===== src/rtl/integ_pkg.sv =====
package integ_pkg;
  localparam int NCH   = 2;
  localparam int RES_W = 16;

  // Ceiling for a period: min(1024*steps-1, 65535); setting 0 (manual) -> 65535
  function automatic logic [RES_W-1:0] full_scale(input logic [7:0] setting);
    logic [8:0]  steps;
    logic [18:0] span;
    steps = 9'd256 - {1'b0, setting};
    span  = {steps, 10'd0} - 19'd1;
    if (span > 19'h0FFFF) return {RES_W{1'b1}};
    return span[RES_W-1:0];
  endfunction
endpackage


===== src/rtl/tick_div.sv =====
module tick_div #(
  parameter int DIV = 8
) (
  input  logic clk,
  input  logic rst,
  input  logic en,
  output logic tick
);
  localparam int CW = $clog2(DIV + 1);
  localparam logic [CW-1:0] LAST = CW'(DIV - 1);

  logic [CW-1:0] cnt_q;

  always_ff @(posedge clk) begin
    if (rst || !en) begin
      cnt_q <= '0;
      tick  <= 1'b0;
    end else if (cnt_q == LAST) begin
      cnt_q <= '0;
      tick  <= 1'b1;
    end else begin
      cnt_q <= cnt_q + 1'b1;
      tick  <= 1'b0;
    end
  end
endmodule


===== src/rtl/chan_acc.sv =====
module chan_acc #(
  parameter int DW    = 16,
  parameter int INC_W = 16
) (
  input  logic             clk,
  input  logic             rst,
  input  logic             clr,
  input  logic             add,
  input  logic [INC_W-1:0] inc,
  input  logic [DW-1:0]    limit,
  output logic [DW-1:0]    res_val
);
  logic [DW-1:0] acc_q;
  logic [DW:0]   sum;
  logic [DW-1:0] clamped;

  always_comb begin
    sum     = {1'b0, acc_q} + {{(DW + 1 - INC_W){1'b0}}, inc};
    clamped = (sum > {1'b0, limit}) ? limit : sum[DW-1:0];
    res_val = add ? clamped : acc_q;
  end

  always_ff @(posedge clk) begin
    if (rst || clr)  acc_q <= '0;
    else if (add)    acc_q <= clamped;
  end
endmodule


===== src/rtl/integ_ctrl.sv =====
module integ_ctrl #(
  parameter int TW = 16
) (
  input  logic          clk,
  input  logic          rst,
  input  logic [7:0]    cfg_steps,
  input  logic          pwr_on,
  input  logic          conv_en,
  input  logic          man_start,
  input  logic          man_stop,
  input  logic          halt_on_irq,
  input  logic          irq_active,
  input  logic          step_tick,
  input  logic          fine_tick,
  output logic          step_run,
  output logic          fine_run,
  output logic          acc_add,
  output logic          acc_clr,
  output logic          capture,
  output logic          valid_q,
  output logic          halted_q,
  output logic [TW-1:0] man_ticks_q
);
  logic       manual, en_ok, run, last, timed_end, man_begin, man_end;
  logic       man_active_q;
  logic [7:0] step_cnt_q;

  always_comb begin
    manual    = (cfg_steps == 8'd0);
    en_ok     = pwr_on && conv_en;
    run       = en_ok && !halted_q;
    step_run  = run && (!manual || man_active_q);
    fine_run  = run && manual && man_active_q;
    acc_add   = step_tick && step_run;
    last      = (step_cnt_q >= ~cfg_steps);
    timed_end = acc_add && !manual && last;
    man_begin = run && manual && man_start && !man_active_q;
    man_end   = run && manual && man_stop && man_active_q;
    capture   = timed_end || man_end;
    acc_clr   = !run || capture || man_begin || (manual && !man_active_q);
  end

  always_ff @(posedge clk) begin
    if (rst) begin
      step_cnt_q   <= '0;
      man_active_q <= 1'b0;
      valid_q      <= 1'b0;
      halted_q     <= 1'b0;
      man_ticks_q  <= '0;
    end else begin
      if (!run || manual)  step_cnt_q <= '0;
      else if (acc_add)    step_cnt_q <= last ? 8'd0 : step_cnt_q + 8'd1;

      if (!run || !manual) man_active_q <= 1'b0;
      else if (man_begin)  man_active_q <= 1'b1;
      else if (man_end)    man_active_q <= 1'b0;

      if (!en_ok)          valid_q <= 1'b0;
      else if (capture)    valid_q <= 1'b1;

      if (!conv_en && !irq_active)                   halted_q <= 1'b0;
      else if (en_ok && halt_on_irq && irq_active)   halted_q <= 1'b1;

      if (man_begin)
        man_ticks_q <= '0;
      else if (fine_tick && fine_run && man_ticks_q != {TW{1'b1}})
        man_ticks_q <= man_ticks_q + 1'b1;
    end
  end
endmodule


===== src/rtl/light_integ_seq.sv =====
module light_integ_seq
  import integ_pkg::*;
#(
  parameter int STEP_DIV = 337500,
  parameter int FINE_DIV = 1363,
  parameter int INC_W    = 16
) (
  input  logic             clk,
  input  logic             rst,
  input  logic [7:0]       cfg_steps,
  input  logic             pwr_on,
  input  logic             conv_en,
  input  logic             man_start,
  input  logic             man_stop,
  input  logic             halt_on_irq,
  input  logic             irq_active,
  input  logic [INC_W-1:0] ch0_inc,
  input  logic [INC_W-1:0] ch1_inc,
  output logic [15:0]      res0,
  output logic [15:0]      res1,
  output logic             res_valid,
  output logic [15:0]      man_ticks
);
  logic step_run, fine_run, step_tick, fine_tick;
  logic acc_add, acc_clr, capture, halt_w;
  logic [RES_W-1:0] limit;
  logic [INC_W-1:0] inc_a [NCH];
  logic [RES_W-1:0] val_a [NCH];
  logic [RES_W-1:0] res_q [NCH];

  assign limit    = full_scale(cfg_steps);
  assign inc_a[0] = ch0_inc;
  assign inc_a[1] = ch1_inc;

  tick_div #(.DIV(STEP_DIV)) u_step_div (
    .clk(clk), .rst(rst), .en(step_run), .tick(step_tick));

  tick_div #(.DIV(FINE_DIV)) u_fine_div (
    .clk(clk), .rst(rst), .en(fine_run), .tick(fine_tick));

  integ_ctrl #(.TW(16)) u_ctrl (
    .clk(clk), .rst(rst), .cfg_steps(cfg_steps), .pwr_on(pwr_on),
    .conv_en(conv_en), .man_start(man_start), .man_stop(man_stop),
    .halt_on_irq(halt_on_irq), .irq_active(irq_active),
    .step_tick(step_tick), .fine_tick(fine_tick),
    .step_run(step_run), .fine_run(fine_run), .acc_add(acc_add),
    .acc_clr(acc_clr), .capture(capture), .valid_q(res_valid),
    .halted_q(halt_w), .man_ticks_q(man_ticks));

  for (genvar g = 0; g < NCH; g++) begin : g_ch
    chan_acc #(.DW(RES_W), .INC_W(INC_W)) u_acc (
      .clk(clk), .rst(rst), .clr(acc_clr), .add(acc_add),
      .inc(inc_a[g]), .limit(limit), .res_val(val_a[g]));

    always_ff @(posedge clk) begin
      if (rst)          res_q[g] <= '0;
      else if (capture) res_q[g] <= val_a[g];
    end
  end

  assign res0 = res_q[0];
  assign res1 = res_q[1];
endmodule


===== config.mk =====
export PLATFORM = sky130hd
export DESIGN_NAME = light_integ_seq
export DESIGN_NICKNAME = d
export VERILOG_FILES = /design/src/rtl/integ_pkg.sv /design/src/rtl/tick_div.sv /design/src/rtl/chan_acc.sv /design/src/rtl/integ_ctrl.sv /design/src/rtl/light_integ_seq.sv
export SDC_FILE = /design/constraint.sdc
export NUM_CORES = 1
export LEC_CHECK = 0
export CELL_PAD_IN_SITES_DETAIL_PLACEMENT = 1
export CELL_PAD_IN_SITES_GLOBAL_PLACEMENT = 1
export CORE_MARGIN = 1.5
export CORE_UTILIZATION = 30
export CTS_BUF_LIST = sky130_fd_sc_hd__clkbuf_4 sky130_fd_sc_hd__clkbuf_8
export DETAILED_ROUTE_END_ITERATION = 10
export DONT_BUFFER_PORTS = 1
export HOLD_SLACK_MARGIN = 0.15
export PLACE_DENSITY_LB_ADDON = 0.1
export SLEW_MARGIN = 20
export SYNTH_ARGS = -nofsm -noshare
export SYNTH_HDL_FRONTEND = slang
export SYNTH_SLANG_ARGS = --single-unit
export TNS_END_PERCENT = 50

===== constraint.sdc =====
create_clock -name clk -period 5 [get_ports clk]
set_input_delay 0.25 -clock clk [delete_from_list [all_inputs] [get_ports clk]]
set_output_delay 0.25 -clock clk [all_outputs]
set_load 0.02 [all_outputs]

Word-level counts from Yosys, hierarchy flattened:

Memory sizes are Yosys's and may differ from the RTL's.
Cells that the tools add are included.

* memory bits (writable): 32
* output and inout port bits: 49
* logic and storage cells: 95
* ROM bits: 0
* bits in latches: 0
* register bits: 91
* memories: 1

* equality and inequality tests: 3
* divide/modulo/power cells: 0
* shift operators: 0
* order comparisons: 4
* reductions and logical operators: 45
* multiplexer cells: 19
* $add $sub $neg: 8
* bitwise logic cells: 4
* $mul: 0

Memories
* res_q: words 2, width 16, read ports 2, clocked after Yosys merged registers in 0, write ports 2, RTL line light_integ_seq.sv:29 `logic [RES_W-1:0] res_q [NCH];`

Operators with widths (count)
* 16-bit 2-to-1 mux: 8
* 16-bit by 16-bit adder with 17-bit output: 2
* 17-bit by 16-bit greater-than comparator with 1-bit output: 2
* 19-bit by 1-bit adder with 19-bit output (second input constant): 1
* 19-bit equality test (second input constant): 1
* 19-bit by 16-bit greater-than comparator with 1-bit output (second input constant): 1
* 19-bit by 1-bit subtractor with 19-bit output (second input constant): 1
* 1-bit logical AND: 18
* 16-bit by 1-bit adder with 16-bit output (second input constant): 1
* 16-bit != test (second input constant): 1
* 2-bit OR reduction: 7
* 11-bit by 1-bit adder with 11-bit output (second input constant): 1
* 11-bit equality test (second input constant): 1
* 1-bit logical OR: 10
* 1-bit 2-to-1 mux: 10
* 9-bit by 8-bit subtractor with 9-bit output (first input constant): 1
* 8-bit by 1-bit adder with 8-bit output (second input constant): 1
* 8-bit greater-or-equal comparator: 1
* 1-bit logical NOT: 8
* 8-bit logical NOT: 1
* 8-bit 2-to-1 mux: 1
* 8-bit NOT: 1
* 1-bit OR: 2
* 2-bit nonzero test: 1
* 1-bit NOT: 1

Logic depth before layout (Yosys ltp):

* word-level depth: 12
* gate-level depth with buffers: 22
* depth with buffers taken out: 20

Modules after synthesis:

Synthesis repeated with hierarchy kept, for this count alone.

* cell total of the unflattened synthesis: 1018
* area total of the unflattened synthesis: 9043.7 um^2

Modules (own cells, without submodules)
* chan_acc: cells each 269, times used 2, area an instance 2170.8 um^2, sequential area each 320.3 um^2
* integ_ctrl: cells each 189, times used 1, area an instance 1627.8 um^2, sequential area each 540.5 um^2
* light_integ_seq: cells each 130, times used 1, area an instance 1602.8 um^2, sequential area each 960.9 um^2
* tick_div (u_step_div): cells each 104, times used 1, area an instance 928.4 um^2, sequential area each 400.4 um^2
* tick_div (u_fine_div): cells each 57, times used 1, area an instance 543.0 um^2, sequential area each 240.2 um^2

Worst setup path before layout:

No wires, ideal clock.

* kind: in2reg
* start point: input cfg_steps[0]
* end point: memory res_q[0][9] (data pin)
* stages on the path: 22
* path buffers: 2
* slack: 480 ps
* required time: 4745 ps
* arrival time: 4265 ps
* path through: inv_1 -> ha_1 -> buf_6 -> xnor2_1 -> o41ai_2 -> o2111a_2 -> xnor2_2 -> a211o_2 -> nor2_1 -> nand2_1 -> inv_1 -> ha_1 -> nand4_1 -> or3_1 -> nor4_1 -> and4_2 -> mux2i_1 -> maj3_1 -> a31oi_4 -> buf_8 -> a21oi_1 -> and2_1

RTL lines
* start: declaration: RTL line light_integ_seq.sv:10 `input logic [7:0] cfg_steps,`
* end: declaration: RTL line light_integ_seq.sv:29

==> impl_metrics.py <==
metrics = {
    "outcome": {
        "outcome": "completed",
    },
    "global_route": {
        "grt-ovfl-total": 0,
        "grt_first_pass_wirelength_microns": 36010,
        "grt_antenna_before_repair": 0,
        "grt_pass1_vias": 6632,
        "grt_max_degree": 33,
        "gr-usage-all-layers_pct": 17.59,
    },
    "place": {
        "place.port_buffers": 0,
        "placement.cell_area_sq_mm": 0.007879,
        "total_placed_cells_including_tap_cells": 1152,
        "routabilityCongestion": 0.8335,
        "detailedPlacementHpwl_microns": 16990,
        "preCtsSetupSlack_ns": -0.06405,
    },
    "sta": {
        "max_transition_viols_final": 0,
        "post-route-period-util_pct": 93.97,
        "final.hold.worst_slack_ns": 0.2085,
        "grt_setup_unrepaired": "no",
        "layout_setup_ws_ns": 0.3015,
        "final.min_clock_period_ns": 4.698,
        "setup_tns_ns": 0,
        "setup_violations": 0,
        "final_hold_viol_count": 0,
        "achievable-frequency_ghz": 0.2128,
        "timing_worst_slew_pin_value_ns": 0.8581,
        "worst_slew_margin_rel_pct": 42.35,
        "timing.clock.skew_ns": 0.01086,
    },
    "logic_synthesis": {
        "synth.area.top_cells": "dfxtp_1 (24%), edfxtp_1 (13%), ha_1 (8.6%)",
        "synth_top_area_share_pct": 23.94,
        "area_leader_netlist": "dfxtp_1",
        "post_synth.cell_area_avg_sq_um": 8.994,
        "seq_area_frac_synth_pct": 36.57,
        "synthesis.yosys.warnings": 0,
        "ys_dominant_reg_cell": "dfxtp_1",
        "synth.distinct_cells": 84,
        "total_of_flip_flops_plus_latches_after_synthesis": 123,
        "synth_fp_nets": 948,
        "synth_edf_count": 32,
        "post-synth-top-count-cell": "nor2_1",
        "post_synth_top_cells": "nor2_1 (128), dfxtp_1 (91), a21oi_1 (56)",
        "asyncSetResetFlopFracSynth_pct": 0,
        "synth_cells": 846,
        "syn-cell-area_sq_mm": 0.007609,
    },
    "die": {
        "fp.coreArea_sq_mm": 0.02504,
        "floorplan.die.width_microns": 162.3,
        "ios": 97,
        "die_area_sq_mm": 0.02633,
        "die_h_microns": 162.3,
        "starting_density_of_the_core_pct": 30.39,
        "num_rows": 58,
    },
    "pwr": {
        "power.density_cell_area_mw_per_mm2": 250.7,
        "ir_drop_mv": 0.1196,
        "power_mw": 2.096,
        "p_leak_nw": 3.112,
    },
    "clocking": {
        "clock_tree_from_tritoncts": "built",
        "postCtsSetupBuffers": 0,
        "ctsLongestPathBuffers": 2,
        "htree_num_levels": 4,
        "clock-root-buffer": "clkbuf_8",
        "cts-buffers-inserted": 17,
        "clkSlewWorstSetupHoldPaths_ns": 0.08,
        "clk-insertion-delay-late_ns": 0.44,
        "cts_num_sinks": 123,
    },
    "worst_setup_path": {
        "worst_ep_arrival_time_ns": 4.99,
        "r2r_start": "g_ch[0].u_acc.acc_q[3]",
        "cp-end-kind": "flop",
        "path_max_fanout": 8,
        "worst_r2r_endpoint": "res_q[0][11]",
        "worstPathBufferInverterCount": 1,
        "crit_slowest_cell": "or3_2",
        "worst-r2r-cell-count": 18,
        "r2r_slack_ns": 0.30,
        "critical_path_required_ns": 5.29,
        "timing.critical_path.cells": "ha_1 > o21ai_0 > o21ai_0 > a41oi_2 > o21bai_1 > a21oi_1 > xnor2_1 > ha_1 > nand4_1 > or3_1 > nor4_1 > and4_2 > mux2i_1 > maj3_1 > a31oi_4 > buf_4 > or3_2 > a31oi_1",
        "kind_of_start_point_of_the_critical_path": "flop",
        "critical-path-top-delay-family": "compound AO/OA/AOI/OAI gates",
        "critPathMaxStageDelay_ns": 0.43,
        "worstSetupPathType": "flop to flop",
    },
    "route": {
        "routed_antenna_nets": 0,
        "wirelength_microns": 22110,
        "detail_route.vias_per_cell": 5.221,
        "total_number_of_vias": 6223,
        "number_of_iterations_in_the_first_detailed_routing_pass": 4,
        "drc_viols": 0,
        "drtIter0Drc": 265,
        "wl_per_cell_microns": 18.55,
    },
    "finish": {
        "stdcell_count": 1192,
        "syn2layout_area_growth_pct": 9.883,
        "share_of_cells_above_drive_strength_1_pct": 9.165,
        "final_core_utilization_pct": 33.39,
        "finalInstanceArea_sq_mm": 0.008361,
        "antennaDiodeCount": 0,
        "final_nets": 951,
    },
    "job": {
        "timing.max_cap.violations": 0,
    },
    "min_path": {
        "hold-path-endpoint": "u_ctrl.valid_q",
        "min-delay-path-class": "input port to flop",
        "worst_hold_startpoint": "man_stop",
        "whs_path_depth": 4,
    },
}
==> routing by layer <==
layer / up-vias / GRT usage [%] / part of all wire (%)
met5: - / 0 / 0
met4: 0 / 5.838 / 2.0
met3: 29 / 3.907 / 3.8
met2: 112 / 30.94 / 49
met1: 2997 / 21.10 / 45
li1: 3085 / - / -
==> where the power goes <==
| group | internal (mW) | switching [mW] |
|---|---|---|
| sequential | 1.03 | 0.0168 |
| clock | 0.472 | 0.402 |
| combinational | 0.0653 | 0.110 |
| total | 1.57 | 0.529 |
==> area by class of cell <==
cell class,instances,area (sq um)
multi-input combinational,670,4563
clock buffer,25,325.3
tap,330,412.9
inverter,22,82.58
timing repair buffer,15,132.6
clock inverter,7,61.31
fill,2944,16680
sequential,123,2783
==> state kept, by name, indices dropped and copies added (netlist names) <==
| register | cells |
|---|---|
| u_step_div.cnt_q | 19 |
| u_ctrl.step_cnt_q | 8 |
| g_ch.u_acc.acc_q | 32 |
| u_fine_div.tick | 1 |
| u_fine_div.cnt_q | 11 |
| res_q | 32 |
| u_step_div.tick | 1 |
| u_ctrl.valid_q | 1 |
| u_ctrl.man_ticks_q | 16 |
| u_ctrl.man_active_q | 1 |
| u_ctrl.halted_q | 1 |
==> worst max path at each step <==
stage,start,endpoint,cells after the start
finish,g_ch[0].u_acc.acc_q[3],res_q[0][11],18
global route,g_ch[0].u_acc.acc_q[3],res_q[0][10],18
CTS,g_ch[0].u_acc.acc_q[1],res_q[0][11],18
detailed placement,cfg_steps[0],res_q[0][11],21
global placement,cfg_steps[0],res_q[0][11],21
floorplan,cfg_steps[0],res_q[0][9],22
==> placed cells by master, fill, tap and decap left out, drive strengths merged, types with 8 or more instances in the layout <==
cell	netlist	layout
nor2	128	128
dfxtp	91	91
a21oi	57	57
ha	52	52
nand2	50	50
xor2	46	46
xnor2	33	33
edfxtp	32	32
nand3	31	31
nor3	29	29
o21ai	25	25
clkbuf	23	25
inv	22	23
and3	19	19
a211oi	17	17
nand4	16	16
and2	16	16
a21o	15	15
or3	13	13
a31oi	12	12
dlygate4sd3	0	8
==> worst reg2reg max path, stage by stage (launching register included) <==
cell and delay (ns):
dfxtp_1 0.33, ha_1 0.34, o21ai_0 0.14, o21ai_0 0.37, a41oi_2 0.19, o21bai_1 0.26, a21oi_1 0.12, xnor2_1 0.18
ha_1 0.33, nand4_1 0.10, or3_1 0.32, nor4_1 0.16, and4_2 0.29, mux2i_1 0.20, maj3_1 0.24, a31oi_4 0.15
buf_4 0.22, or3_2 0.43, a31oi_1 0.17
==> cells by family (layout without fill, tap and decap cells) <==
| kind of cell | count (synthesis) | in the layout | share of synthesized area [%] |
|---|---|---|---|
| and+or+nand+nor | 343 | 343 | 22.25 |
| muxes | 8 | 8 | 1.069 |
| adders and majority gates | 56 | 56 | 9.341 |
| xor gates and xnor gates | 80 | 80 | 9.587 |
| AOI/OAI and AO/OA | 183 | 183 | 17.38 |
| DFF | 123 | 123 | 36.57 |
| buffers and inverters | 53 | 69 | 3.798 |
==> what timing repair did <==
item / in CTS / in global routing
setup endpoints to repair: 0 / 16
hold buffers: 8 / 0
hold endpoints to repair: 5 / 0
resized for setup: 0 / 3
Power figures use the tool's default switching activity.
